## src/rtl/pllsup_pkg.sv

```systemverilog
package pllsup_pkg;

    typedef enum logic [3:0] {
        ST_IDLE,
        ST_RST_ON,
        ST_LOAD,
        ST_ARM,
        ST_SETTLE,
        ST_SAMPLE,
        ST_HOLD,
        ST_LOCKED,
        ST_HALT
    } sup_state_e;

endpackage

```

## src/rtl/pllsup_sync2.sv

```systemverilog
module pllsup_sync2 (
    input  logic clk,
    input  logic rst_n,
    input  logic async_in,
    output logic sync_out
);

    logic meta_q;

    always_ff @(posedge clk or negedge rst_n) begin
        if (!rst_n) begin
            meta_q   <= 1'b0;
            sync_out <= 1'b0;
        end else begin
            meta_q   <= async_in;
            sync_out <= meta_q;
        end
    end

endmodule

```

## src/rtl/pllsup_phase_timer.sv

```systemverilog
module pllsup_phase_timer #(
    parameter int W = 8
) (
    input  logic         clk,
    input  logic         rst_n,
    input  logic         restart,
    output logic [W-1:0] elapsed
);

    always_ff @(posedge clk or negedge rst_n) begin
        if (!rst_n) begin
            elapsed <= '0;
        end else if (restart) begin
            elapsed <= '0;
        end else if (elapsed != {W{1'b1}}) begin
            elapsed <= elapsed + W'(1);
        end
    end

endmodule

```

## src/rtl/pllsup_fail_counter.sv

```systemverilog
module pllsup_fail_counter #(
    parameter int LIMIT = 3,
    localparam int CW   = $clog2(LIMIT + 1)
) (
    input  logic          clk,
    input  logic          rst_n,
    input  logic          clr,
    input  logic          inc,
    output logic [CW-1:0] count,
    output logic          last
);

    assign last = (count == CW'(LIMIT - 1));

    always_ff @(posedge clk or negedge rst_n) begin
        if (!rst_n) begin
            count <= '0;
        end else if (clr) begin
            count <= '0;
        end else if (inc && (count != CW'(LIMIT))) begin
            count <= count + CW'(1);
        end
    end

endmodule

```

## src/rtl/pll_bringup_sup.sv

```systemverilog
module pll_bringup_sup
    import pllsup_pkg::*;
#(
    parameter int CFG_WORDS    = 4,
    parameter int SETTLE_SHORT = 20,
    parameter int SETTLE_LONG  = 80,
    parameter int FAIL_LIMIT   = 3,
    localparam int IDX_W   = (CFG_WORDS > 1) ? $clog2(CFG_WORDS) : 1,
    localparam int MAX_A   = (SETTLE_SHORT > CFG_WORDS) ? SETTLE_SHORT : CFG_WORDS,
    localparam int MAX_LEN = (SETTLE_LONG > MAX_A) ? SETTLE_LONG : MAX_A,
    localparam int TIMER_W = $clog2(MAX_LEN + 1),
    localparam int CNT_W   = $clog2(FAIL_LIMIT + 1)
) (
    input  logic             clk,
    input  logic             rst_n,
    input  logic             start,
    input  logic             fixed_mode,
    input  logic             pll_lock_raw,
    output logic             pll_rst,
    output logic             pll_en,
    output logic             cfg_load,
    output logic [IDX_W-1:0] cfg_sel,
    output logic             done,
    output logic             failed,
    output logic             sys_rst_req
);

    sup_state_e state_q, state_d;
    logic               mode_q;
    logic               lock_s;
    logic [TIMER_W-1:0] elapsed;
    logic [CNT_W-1:0]   fail_cnt;
    logic               fail_last;
    logic               take_start;
    logic               settle_end;

    pllsup_sync2 u_sync (
        .clk      (clk),
        .rst_n    (rst_n),
        .async_in (pll_lock_raw),
        .sync_out (lock_s)
    );

    pllsup_phase_timer #(.W(TIMER_W)) u_timer (
        .clk     (clk),
        .rst_n   (rst_n),
        .restart (state_d != state_q),
        .elapsed (elapsed)
    );

    pllsup_fail_counter #(.LIMIT(FAIL_LIMIT)) u_fails (
        .clk   (clk),
        .rst_n (rst_n),
        .clr   ((state_q == ST_SAMPLE) && lock_s),
        .inc   ((state_q == ST_SAMPLE) && !lock_s),
        .count (fail_cnt),
        .last  (fail_last)
    );

    assign take_start = start && ((state_q == ST_IDLE) || (state_q == ST_LOCKED));
    assign settle_end = mode_q ? (elapsed == TIMER_W'(SETTLE_LONG - 1))
                               : (elapsed == TIMER_W'(SETTLE_SHORT - 1));

    // state register and captured mode
    always_ff @(posedge clk or negedge rst_n) begin
        if (!rst_n) begin
            state_q <= ST_IDLE;
            mode_q  <= 1'b0;
        end else begin
            state_q <= state_d;
            if (take_start) begin
                mode_q <= fixed_mode;
            end
        end
    end

    // next-state logic
    always_comb begin
        state_d = state_q;
        unique case (state_q)
            ST_IDLE:   if (start) state_d = ST_RST_ON;
            ST_RST_ON: state_d = ST_LOAD;
            ST_LOAD:   if (elapsed == TIMER_W'(CFG_WORDS - 1)) state_d = ST_ARM;
            ST_ARM:    state_d = ST_SETTLE;
            ST_SETTLE: if (settle_end) state_d = ST_SAMPLE;
            ST_SAMPLE: begin
                if (lock_s)         state_d = ST_LOCKED;
                else if (fail_last) state_d = ST_HALT;
                else if (mode_q)    state_d = ST_HOLD;
                else                state_d = ST_RST_ON;
            end
            ST_HOLD:   if (elapsed == TIMER_W'(SETTLE_LONG - 1)) state_d = ST_SETTLE;
            ST_LOCKED: if (start) state_d = ST_RST_ON;
            ST_HALT:   state_d = ST_HALT;
            default:   state_d = ST_IDLE;
        endcase
    end

    // output decode
    always_comb begin
        pll_rst     = 1'b0;
        pll_en      = 1'b0;
        cfg_load    = 1'b0;
        cfg_sel     = '0;
        done        = 1'b0;
        failed      = 1'b0;
        sys_rst_req = 1'b0;
        unique case (state_q)
            ST_IDLE:   ;
            ST_RST_ON: pll_rst = 1'b1;
            ST_LOAD: begin
                pll_rst  = 1'b1;
                cfg_load = 1'b1;
                cfg_sel  = elapsed[IDX_W-1:0];
            end
            ST_ARM: begin
                pll_rst = 1'b1;
                pll_en  = 1'b1;
            end
            ST_SETTLE: pll_en = 1'b1;
            ST_SAMPLE: begin
                pll_en = 1'b1;
                failed = !lock_s;
            end
            ST_HOLD: begin
                pll_rst = 1'b1;
                pll_en  = 1'b1;
            end
            ST_LOCKED: begin
                pll_en = 1'b1;
                done   = 1'b1;
            end
            ST_HALT:   sys_rst_req = 1'b1;
            default:   ;
        endcase
    end

endmodule

```

## config.mk

```make
export PLATFORM = sky130hd
export DESIGN_NAME = pll_bringup_sup
export DESIGN_NICKNAME = d
export VERILOG_FILES = /design/src/rtl/pllsup_pkg.sv /design/src/rtl/pllsup_sync2.sv /design/src/rtl/pllsup_phase_timer.sv /design/src/rtl/pllsup_fail_counter.sv /design/src/rtl/pll_bringup_sup.sv
export SDC_FILE = /design/constraint.sdc
export NUM_CORES = 1
export LEC_CHECK = 0
export BUFFER_PORTS_ARGS = -buffer_cell sky130_fd_sc_hd__buf_2
export CAP_MARGIN = 20
export CORE_ASPECT_RATIO = 0.8
export CORE_UTILIZATION = 60
export CTS_BUF_LIST = sky130_fd_sc_hd__clkbuf_4 sky130_fd_sc_hd__clkbuf_8 sky130_fd_sc_hd__clkbuf_16
export DETAILED_ROUTE_END_ITERATION = 10
export PLACE_DENSITY = 0.83
export SKIP_CTS_REPAIR_TIMING = 1
export SLEW_MARGIN = 20
export SYNTH_ARGS = -nofsm -noshare
export SYNTH_HDL_FRONTEND = slang
export SYNTH_SLANG_ARGS = --single-unit
```

## constraint.sdc

```tcl
create_clock -name clk -period 3.05 [get_ports clk]
set_clock_uncertainty 0.1 [all_clocks]
set_input_delay 0.7625 -clock clk [delete_from_list [all_inputs] [get_ports clk]]
set_output_delay 0.7625 -clock clk [all_outputs]
set_load 0.05 [all_outputs]
```

==> metrics.txt, run 1 <==
Hold Path Class reg -> reg; Pwr Total 987 µW; sequential element share of the synthesized area 0.398; share of cells above drive strength 1 0.188; clk slew on worst S/H paths roughly 0.10 ns; Worst R2R Setup Slack about 0.91 ns; Comb power frac 0.460; largest family of logic cells by synthesized area simple AND/OR/NAND/NOR gates; period utilization 0.913; mean routed wirelength per cell between 15 and 20 µm; status finished clean; register bit total from synthesis 16; initial DRC count 36; Min Clock Period, post-route between 2 and 3 ns; H-Tree Depth 1; initial antenna violation count 0; Synth Area in Simple Gates 0.287; TNS Setup 0 ns; Setup Viol. Count Final 0; synthesized area 1010 µm²; Reg2Reg Depth 5; port bufs 12; kind of critical path reg -> out; clk buf depth 2; RSZ-0062 raised after global routing false; fin util 0.748; Critical Path Fanout Max 16; cells after synthesis around 110; power share of the clock group 0.143; drt pass-1 iters 5; vias per inst 6.62; commonest non-fill, non-tap cell in the layout dfrtp_1; switching pwr around 480 µW; Final HPWL DP roughly 1500 µm; I/O pin count 13; max_cap viols 0; layout net count 126; CP startpoint kind register; gr ovfl total 0; Hold Crit Start u_sync.meta_q$_DFF_PN0_; initial core utilization 0.684; multiplexer share of the synthesized area 0.0311; most frequent cells in the layout dfrtp_1, buf_2, nor2_1, o21ai_0; Worst Setup End Kind output pin; CTS sink cnt 16; ANT cells 0; fmax roughly 360 MHz; Max-slew headroom 0.541; routability cong. about 0.87; FILL cells about 110; later-pin clock latency in the skew report 0.29 ns; Die Span Y between 30 and 40 µm; Synth Net Count between 100 and 150; area of the multi-input gates between 500 and 600 µm²; worst-margin pin slew between 0.6 and 0.7 ns; die area around 1800 µm²; FF-to-FF End u_timer.elapsed[2]$_DFFE_PN0P_; worst reg2reg startpoint u_timer.elapsed[0]$_DFFE_PN0P_; Static Leakage approximately 0.48 nW; Synth Area in Adders 0.0373; Layout area overhead 9.45%; Storage cell area 400 µm²; Avg Cell Area, Syn 9.58 µm²; Worst VDD drop slightly below 0.5 mV; All-Layer GR Usage 0.271; Die Wd 47.8 µm; WHS Path Cells 0; Net Sw Frac 0.484; global-route wire length before repair about 3300 µm; pwr/cell area roughly 900 nW/µm²; power share of the sequential group 0.397; Yosys cell types 42; Post-Synth XOR/XNOR Area 0.00871; DRC errors left 0; worst-path cell chain nor4b_2 > and2_1 > buf_2; critical path arrival 1.92 ns; required time worst endpoint about 2.2 ns; slowest cell delay on critical path 0.57 ns; Num CTS Buffers 3; Synth Area in Compound Gates 0.206; warnings from Yosys 0; Final Slew Violations 0; via count approximately 910; wirelength, routed 2150 µm; Core ar. about 1500 µm²; Final Hold Viols 0; DRT antenna net count 0; TritonCTS clock tree built; slowest cell on the critical path dfrtp_1; largest net degree at the start of global routing 17; CTS root buf clkbuf_4; internal power between 500 and 600 µW; vias in the first global route just over 700; row cnt 12; Hold Path Sink u_sync.sync_out$_DFF_PN0_
## cell type report
class,instances,share of cell area
tap,21,0.0239
sequential,16,0.364
timing repair buffer,12,0.0545
clock buffer,4,0.0330
inverter,1,0.00341
multi-input combinational,84,0.522
## stage by stage
step                setup WS [ns]  cell area, µm²  hold WS (ns)  std cells
finish                      0.265            1100         0.253        138
global route                0.176            1100         0.258        138
CTS                         0.280            1100         0.256        138
detailed placement          0.615            1060         0.235        134
global placement            0.720            1060         0.241        134
floorplan                  0.0508            1010         0.231        105
## critical path, delay by kind of cell (launching register included)
| kind | cells | cell delay, ns |
|---|---|---|
| AND/OR/NAND/NOR | 2 | 0.78 |
| flip-flops | 1 | 0.57 |
| buffers and inverters | 1 | 0.28 |
## state kept, by name (all words and copies together) (netlist names)
register	count
state_q	4
u_sync.sync_out	1
u_timer.elapsed	7
mode_q	1
u_sync.meta_q	1
u_fails.count	2
## worst max path at each step
stage | slack [ns] | from | end
CTS | 0.28 | state_q[0]$_DFF_PN0_ | cfg_sel[0]
detailed placement | 0.61 | state_q[0]$_DFF_PN0_ | cfg_sel[0]
global route | 0.18 | state_q[0]$_DFF_PN0_ | cfg_sel[0]
global placement | 0.72 | state_q[0]$_DFF_PN0_ | cfg_sel[0]
floorplan | 0.05 | state_q[0]$_DFF_PN0_ | cfg_sel[0]
finish | 0.26 | state_q[0]$_DFF_PN0_ | cfg_sel[0]
## logic make-up (layout without fill, tap and decap cells)
group,Yosys count,count (layout)
AO/OA/AOI/OAI,29,29
adder cells (fa/ha/maj),3,3
buffers and inverters,5,17
flip-flops,16,16
multiplexers,3,3
XOR/XNOR,1,1
AND/OR/NAND/NOR,48,48
## power groups by stage
| stage | logic (mW) | registers (mW) | clock network [mW] |
|---|---|---|---|
| global route | 0.493 | 0.404 | 0.152 |
| floorplan | 0.417 | 0.334 | 0 |
| finish | 0.454 | 0.392 | 0.141 |
| detailed placement | 0.449 | 0.391 | 0 |
| CTS | 0.453 | 0.387 | 0.143 |
| global placement | 0.439 | 0.381 | 0 |
## Yosys cell counts (all sizes together)
| library cell | n | area share |
|---|---|---|
| a211oi | 2 | 0.015 |
| a21boi | 1 | 0.0075 |
| a21o | 3 | 0.022 |
| a21oi | 6 | 0.041 |
| a311oi | 3 | 0.032 |
| a31oi | 2 | 0.012 |
| a32oi | 1 | 0.0087 |
| and2 | 2 | 0.012 |
| and3 | 2 | 0.012 |
| and4 | 1 | 0.0087 |
| buf | 3 | 0.024 |
| clkbuf | 1 | 0.0037 |
| dfrtp | 16 | 0.40 |
| ha | 3 | 0.037 |
| inv | 1 | 0.0037 |
| mux2 | 1 | 0.011 |
| mux2i | 2 | 0.020 |
| nand2 | 5 | 0.019 |
| nand2b | 1 | 0.0062 |
| nand3 | 4 | 0.020 |
| nand3b | 1 | 0.0075 |
| nand4 | 1 | 0.0062 |
| nand4b | 1 | 0.0087 |
| nand4bb | 1 | 0.011 |
| nor2 | 10 | 0.037 |
| nor2b | 1 | 0.0062 |
| nor3 | 5 | 0.025 |
| nor3b | 2 | 0.015 |
| nor4 | 5 | 0.031 |
| nor4b | 2 | 0.030 |
| o211ai | 3 | 0.022 |
| o21a | 1 | 0.0075 |
| o21ai | 6 | 0.030 |
| o31ai | 1 | 0.0075 |
| or2 | 1 | 0.0062 |
| or2b | 2 | 0.015 |
| or4b | 1 | 0.010 |
| xor2 | 1 | 0.0087 |
## layer usage
layer,vias up,share of wire,GRT usage
li1,429,-,-
met1,433,0.47,0.406
met2,48,0.44,0.372
met3,4,0.074,0.0841
met4,0,0.015,0.0764
met5,-,0,0
Power figures use the tool's default switching activity.
==> inputs of run 2 (changes only) <==
==> constraint.sdc (replaced) <==
create_clock -name clk -period 3.05 [get_ports clk]
set_clock_uncertainty 0.1 [all_clocks]
set_input_delay 0 -clock clk [delete_from_list [all_inputs] [get_ports clk]]
set_output_delay 0 -clock clk [all_outputs]
set_load 0.05 [all_outputs]
==> run 2 against run 1 <==
Compared with the run above: the run now ends with hold timing left; sequential share of layout area is 0.97 points lower; final area up 2.7%; first-iteration DRC count increased by 39%; critical path type is now reg -> reg; via count down 2.7%; sequential power about the same; die area did not move; clock power barely moved; utilization is 2.0 points higher; critical endpoint is now u_timer.elapsed[3]$_DFFE_PN0P_; combinational power grew 2%; power increased by 0.52%; fmax is 28% higher.
==> metrics.txt, run 2 (synthesis results as in run 1) <==
TritonCTS clock tree built; crit path to u_timer.elapsed[3]$_DFFE_PN0P_; Critical Path Source u_timer.elapsed[0]$_DFFE_PN0P_; Hold Path Class in -> reg; fin util 0.769 (+0.0204); I/O pin count 13 (unchanged); Net Sw Frac 0.482 (-0.00149); worst-margin pin slew 0.721 ns (+0.0376 ns); CP startpoint kind register; status finished, violations left; port bufs 12 (unchanged); Final Hold Viols 1 (+1); clk slew on worst S/H paths 0.10 ns (about the same); Pwr Total 992 µW (+0.52%); register with the most flip-flops u_timer.elapsed; power share of the sequential group 0.393 (-0.004); FILL cells 113 (-0.88%); fmax 460 MHz (+28%); share of cells above drive strength 1 0.183 (-0.00470); Die Wd 47.8 µm (unchanged); Num CTS Buffers 3 (unchanged); most frequent cells in the layout dfrtp_1, buf_2, nor2_1, o21ai_0; power share of the clock group 0.142 (about the same); switching pwr 478 µW (+0.22%); Reg2Reg Depth 5 (unchanged); FF-to-FF End u_timer.elapsed[3]$_DFFE_PN0P_; Worst Setup End Kind register; mean routed wirelength per cell 15.6 µm (+0.15%); Max-slew headroom 0.516 (-0.0253); All-Layer GR Usage 0.288 (+0.0176); worst reg2reg startpoint u_timer.elapsed[0]$_DFFE_PN0P_; largest net degree at the start of global routing 17 (unchanged); Comb power frac 0.464 (+0.004); DRT antenna net count 0 (unchanged); Final Slew Violations 0 (unchanged); vias in the first global route 711 (+0.57%); RSZ-0062 raised after global routing false; Worst VDD drop 0.562 mV (+17%); DRC errors left 0 (unchanged); initial antenna violation count 0 (unchanged); commonest non-fill, non-tap cell in the layout dfrtp_1; Layout area overhead 12.4%; internal power 514 µW (+0.82%); initial core utilization 0.684 (unchanged); Worst R2R Setup Slack 0.87 ns (-0.04 ns); H-Tree Depth 1 (unchanged); kind of critical path reg -> reg; biggest regs u_timer.elapsed: 7 flops, state_q: 4 flops, u_fails.count: 2 flops; via count 889 (-2.7%); Die Span Y 38.6 µm (unchanged); layout net count 129 (+2.4%); failing checks hold timing; die area 1850 µm² (unchanged); initial DRC count 50 (+39%); Critical Path Fanout Max 6 (-10); gr ovfl total 0 (unchanged); TNS Setup 0 ns (unchanged); cell area after placement 1060 µm² (unchanged); CTS root buf clkbuf_4; CTS sink cnt 16 (unchanged); routability cong. 0.892 (+2.2%); period utilization 0.713 (-0.200); Core ar. 1470 µm² (unchanged); clk buf depth 2 (unchanged); critical path arrival 2.21 ns (+0.29 ns); Final HPWL DP 1640 µm (+7.7%); max reg flops 7 (unchanged); row cnt 12 (unchanged); ANT cells 0 (unchanged); wirelength, routed 2200 µm (+2.3%); vias per inst 6.30 (-4.8%); Min Clock Period, post-route 2.18 ns (-0.609 ns); Setup Viol. Count Final 0 (unchanged); required time worst endpoint 3.08 ns (+0.89 ns); max_cap viols 0 (unchanged); Static Leakage 0.490 nW (+2.6%); hold_ws -0.00500 ns (-0.258 ns); post-route cell area 1130 µm² (+2.7%); pwr/cell area 877 nW/µm² (-2.1%); global-route wire length before repair 3440 µm (+4.4%); later-pin clock latency in the skew report 0.29 ns (about the same); drt pass-1 iters 4 (-1)
## run 2: cell type report
cell class,instances,area [µm²],share of cell area
clock buffer,4,36.3,0.0321
multi-input combinational,84,574,0.508
tap,21,26.3,0.0232
inverter,1,3.75,0.00332
sequential,16,400,0.354
timing repair buffer,15,90.1,0.0796
## run 2: layer usage
metal	vias to the layer above	wire [µm]	part of all wire	GRT usage
met4	0	9	0.0041	0.0833
met2	34	1000	0.46	0.395
met5	-	0	0	0
li1	431	-	-	-
met1	422	1040	0.47	0.448
met3	2	149	0.068	0.0701
## run 2: worst max-delay path: stages (launching register included)
cell	delay, ns
dfrtp_1	0.41
ha_1	0.25
nor4b_2	0.39
a32oi_1	0.14
nor3_1	0.58
nor4_1	0.13
## run 2: per-stage QoR
step           cells  worst slack, ns  hold slack, ns
3_5_place_dp     134            0.991          -0.168
6_report         141            0.874        -0.00500
4_1_cts          138            0.940          -0.501
2_1_floorplan    105            0.581          -0.396
5_1_grt          141            0.736         0.00912
3_3_place_gp     134             1.08          -0.169
## run 2: power by group through the flow
stage	Sequential (mW)	Combinational [mW]	Clock (mW)
4_1_cts	0.385	0.459	0.147
3_3_place_gp	0.382	0.437	0
3_5_place_dp	0.390	0.458	0
5_1_grt	0.404	0.501	0.157
6_report	0.390	0.461	0.141
2_1_floorplan	0.334	0.417	0
## run 2: worst min path at each step
stage          cells past startpoint  slack [ns]                              to  startpoint
4_1_cts                            1       -0.50            state_q[1]$_DFF_PN0_       rst_n
6_report                           4      -0.005            state_q[2]$_DFF_PN0_       start
3_3_place_gp                       1       -0.17  u_timer.elapsed[5]$_DFFE_PN0P_       rst_n
2_1_floorplan                      0       -0.40              mode_q$_DFFE_PN0P_       rst_n
3_5_place_dp                       1       -0.17            state_q[1]$_DFF_PN0_       rst_n
5_1_grt                            4       0.009            state_q[2]$_DFF_PN0_       start
==> inputs of run 3 (changes only) <==
CORE_UTILIZATION = 50   (was 60)
PLACE_DENSITY = 0.74   (was 0.83)
clock period = 1.85 ns   (was 3.05 ns; I/O delays follow)
==> run 3 against run 2 <==
Compared with the run above: the run ends with setup timing left; via count grew 9.6%; global-route usage shrank 3.9 points; cell count grew 11%; non-clock buffer count grew 13; clock-buffer cell count is the same; clock power grew 71%; sequential power grew 39%; critical path depth grew 1; worst hold slack gained 0.027 ns; flip-flop and latch count is the same.
==> metrics.txt, run 3 (synthesis results as in run 1) <==
WP buf/inv 2 (+2); Static Leakage 0.575 nW (+17%); gr ovfl total 0 (unchanged); Min Clock Period, post-route 1.86 ns (-0.319 ns); slowest cell on the critical path dfrtp_1; All-Layer GR Usage 0.249 (-0.0395); clk slew on worst S/H paths 0.10 ns (about the same); later-pin clock latency in the skew report 0.30 ns (about the same); max reg flops 7 (unchanged); mean routed wirelength per cell 16.8 µm (+8.0%); Setup Viol. Count Final 1 (+1); clk buf depth 2 (unchanged); failing checks setup timing; Core ar. 1890 µm² (+29%); Die Wd 52.2 µm (+9.1%); Worst VDD drop 0.848 mV (+51%); wirelength, routed 2640 µm (+20%); share of cells above drive strength 1 0.346 (+0.163); port bufs 12 (unchanged); status finished, violations left; required time worst endpoint 1.94 ns (-1.14 ns); fin util 0.712 (-0.0571); die area 2200 µm² (+19%); hold_ws 0.0215 ns (+0.0265 ns); vias per inst 6.20 (-1.6%); Final Slew Violations 0 (unchanged); Die Span Y 42.1 µm (+9.0%); commonest non-fill, non-tap cell in the layout dfrtp_1; slowest cell delay on critical path 0.41 ns (-0.17 ns); ANT cells 0 (unchanged); TritonCTS clock tree built; critical path arrival 1.94 ns (-0.27 ns); WHS Path Cells 3 (-1); CTS sink cnt 16 (unchanged); Crit path max-delay family simple AND/OR/NAND/NOR gates; largest net degree at the start of global routing 17 (unchanged); placed cells 147 (+9.7%); Worst R2R Setup Slack -0.006 ns (-0.88 ns); global-route wire length before repair 3920 µm (+14%); Num CTS Buffers 3 (unchanged); cell area after placement 1190 µm² (+12%); fin cells 157 (+11%); Hold Crit Start start; drt pass-1 iters 5 (+1); fmax 539 MHz (+17%); most frequent cells in the layout dfrtp_1, buf_4, nor2_1, buf_2, o21ai_0; initial DRC count 46 (-8.0%); Hold Path Class in -> reg; DRC errors left 0 (unchanged); Layout area overhead 33.8%; period utilization 1.00 (+0.290); Max-slew headroom 0.691 (+0.175); max_cap viols 0 (unchanged); Critical Path Fanout Max 11 (+5); via count 974 (+9.6%); Hold Path Sink mode_q$_DFFE_PN0P_; vias in the first global route 839 (+18%); initial core utilization 0.532 (-0.152); FF-to-FF End u_timer.elapsed[1]$_DFFE_PN0P_; H-Tree Depth 1 (unchanged); initial antenna violation count 0 (unchanged); biggest regs u_timer.elapsed: 7 flops, state_q: 4 flops, u_fails.count: 2 flops; layout net count 142 (+10%); Reg2Reg Depth 6 (+1); post-route cell area 1350 µm² (+19%); Worst Setup End Kind register; Final Hold Viols 0 (-1); Final HPWL DP 1680 µm (+2.6%); kind of critical path reg -> reg; worst-path cell chain buf_12 > buf_4 > or2b_1 > a21oi_1 > a21boi_1 > nor4_1; I/O pin count 13 (unchanged); CP startpoint kind register; CTS root buf clkbuf_4; routability cong. 0.824 (-7.5%); pwr/cell area 1440 nW/µm² (+64%); pre-CTS setup slack -0.00467 ns (-0.996 ns); row cnt 14 (+2); worst-margin pin slew 0.463 ns (-0.258 ns); DRT antenna net count 0 (unchanged); register with the most flip-flops u_timer.elapsed; worst reg2reg startpoint state_q[2]$_DFF_PN0_; fin worst setup slack -0.00627 ns (-0.881 ns)
-- run 3: changes by cell type in the layout (fill, tap and decap cells not counted), moves of 2 or more --
cell,previous run,this run
buf_4,0,11
buf_2,12,8
buf_6,0,4
a211oi_1,2,0
a211oi_2,0,2
nor2_1,10,8
nor3_1,5,3
nor3_2,0,2
-- run 3: report_power, final --
group	switching (mW)	internal [mW]	total, mW
Sequential	0.0911	0.450	0.541
Clock	0.121	0.120	0.241
Combinational	0.681	0.475	1.16
Total	0.893	1.04	1.94
-- run 3: through the flow --
stage	setup TNS, ns	total power [mW]
final	-0.00627	1.94
after floorplan	-0.632	1.28
after detailed placement	-0.00808	1.57
after CTS	-0.156	1.81
after global routing	-0.255	2.06
after global placement	0	1.54
-- run 3: layer usage --
| layer | up-vias | GRT usage | wire length, µm |
|---|---|---|---|
| li1 | 463 | - | - |
| met1 | 468 | 0.362 | 1210 |
| met2 | 37 | 0.351 | 1250 |
| met3 | 6 | 0.0761 | 132 |
| met4 | 0 | 0.0842 | 40 |
| met5 | - | 0 | 0 |
-- run 3: worst max path at each step --
stage	start	to	slack [ns]	depth (start not counted)
global placement	u_timer.elapsed[1]$_DFFE_PN0P_	u_timer.elapsed[3]$_DFFE_PN0P_	0.05	5
CTS	state_q[0]$_DFF_PN0_	cfg_sel[1]	-0.04	5
detailed placement	u_timer.elapsed[1]$_DFFE_PN0P_	u_timer.elapsed[3]$_DFFE_PN0P_	-0.005	5
global route	state_q[2]$_DFF_PN0_	u_timer.elapsed[4]$_DFFE_PN0P_	-0.05	6
floorplan	state_q[0]$_DFF_PN0_	u_timer.elapsed[2]$_DFFE_PN0P_	-0.11	4
finish	state_q[2]$_DFF_PN0_	u_timer.elapsed[1]$_DFFE_PN0P_	-0.006	6
-- run 3: layout make-up --
class                      instances  area, µm²
clock buffer                       4       36.3
fill                             149        546
inverter                           1       3.75
multi-input combinational         84        649
sequential                        16        402
tap                               24       30.0
timing repair buffer              28        225
-- run 3: worst reg2reg max path, delay by kind of cell, from the launching register on --
family,cells,cell delay (ns)
AO/OA/AOI/OAI,2,0.36
buffers and inverters,2,0.27
flip-flops,1,0.41
AND/OR/NAND/NOR,2,0.60
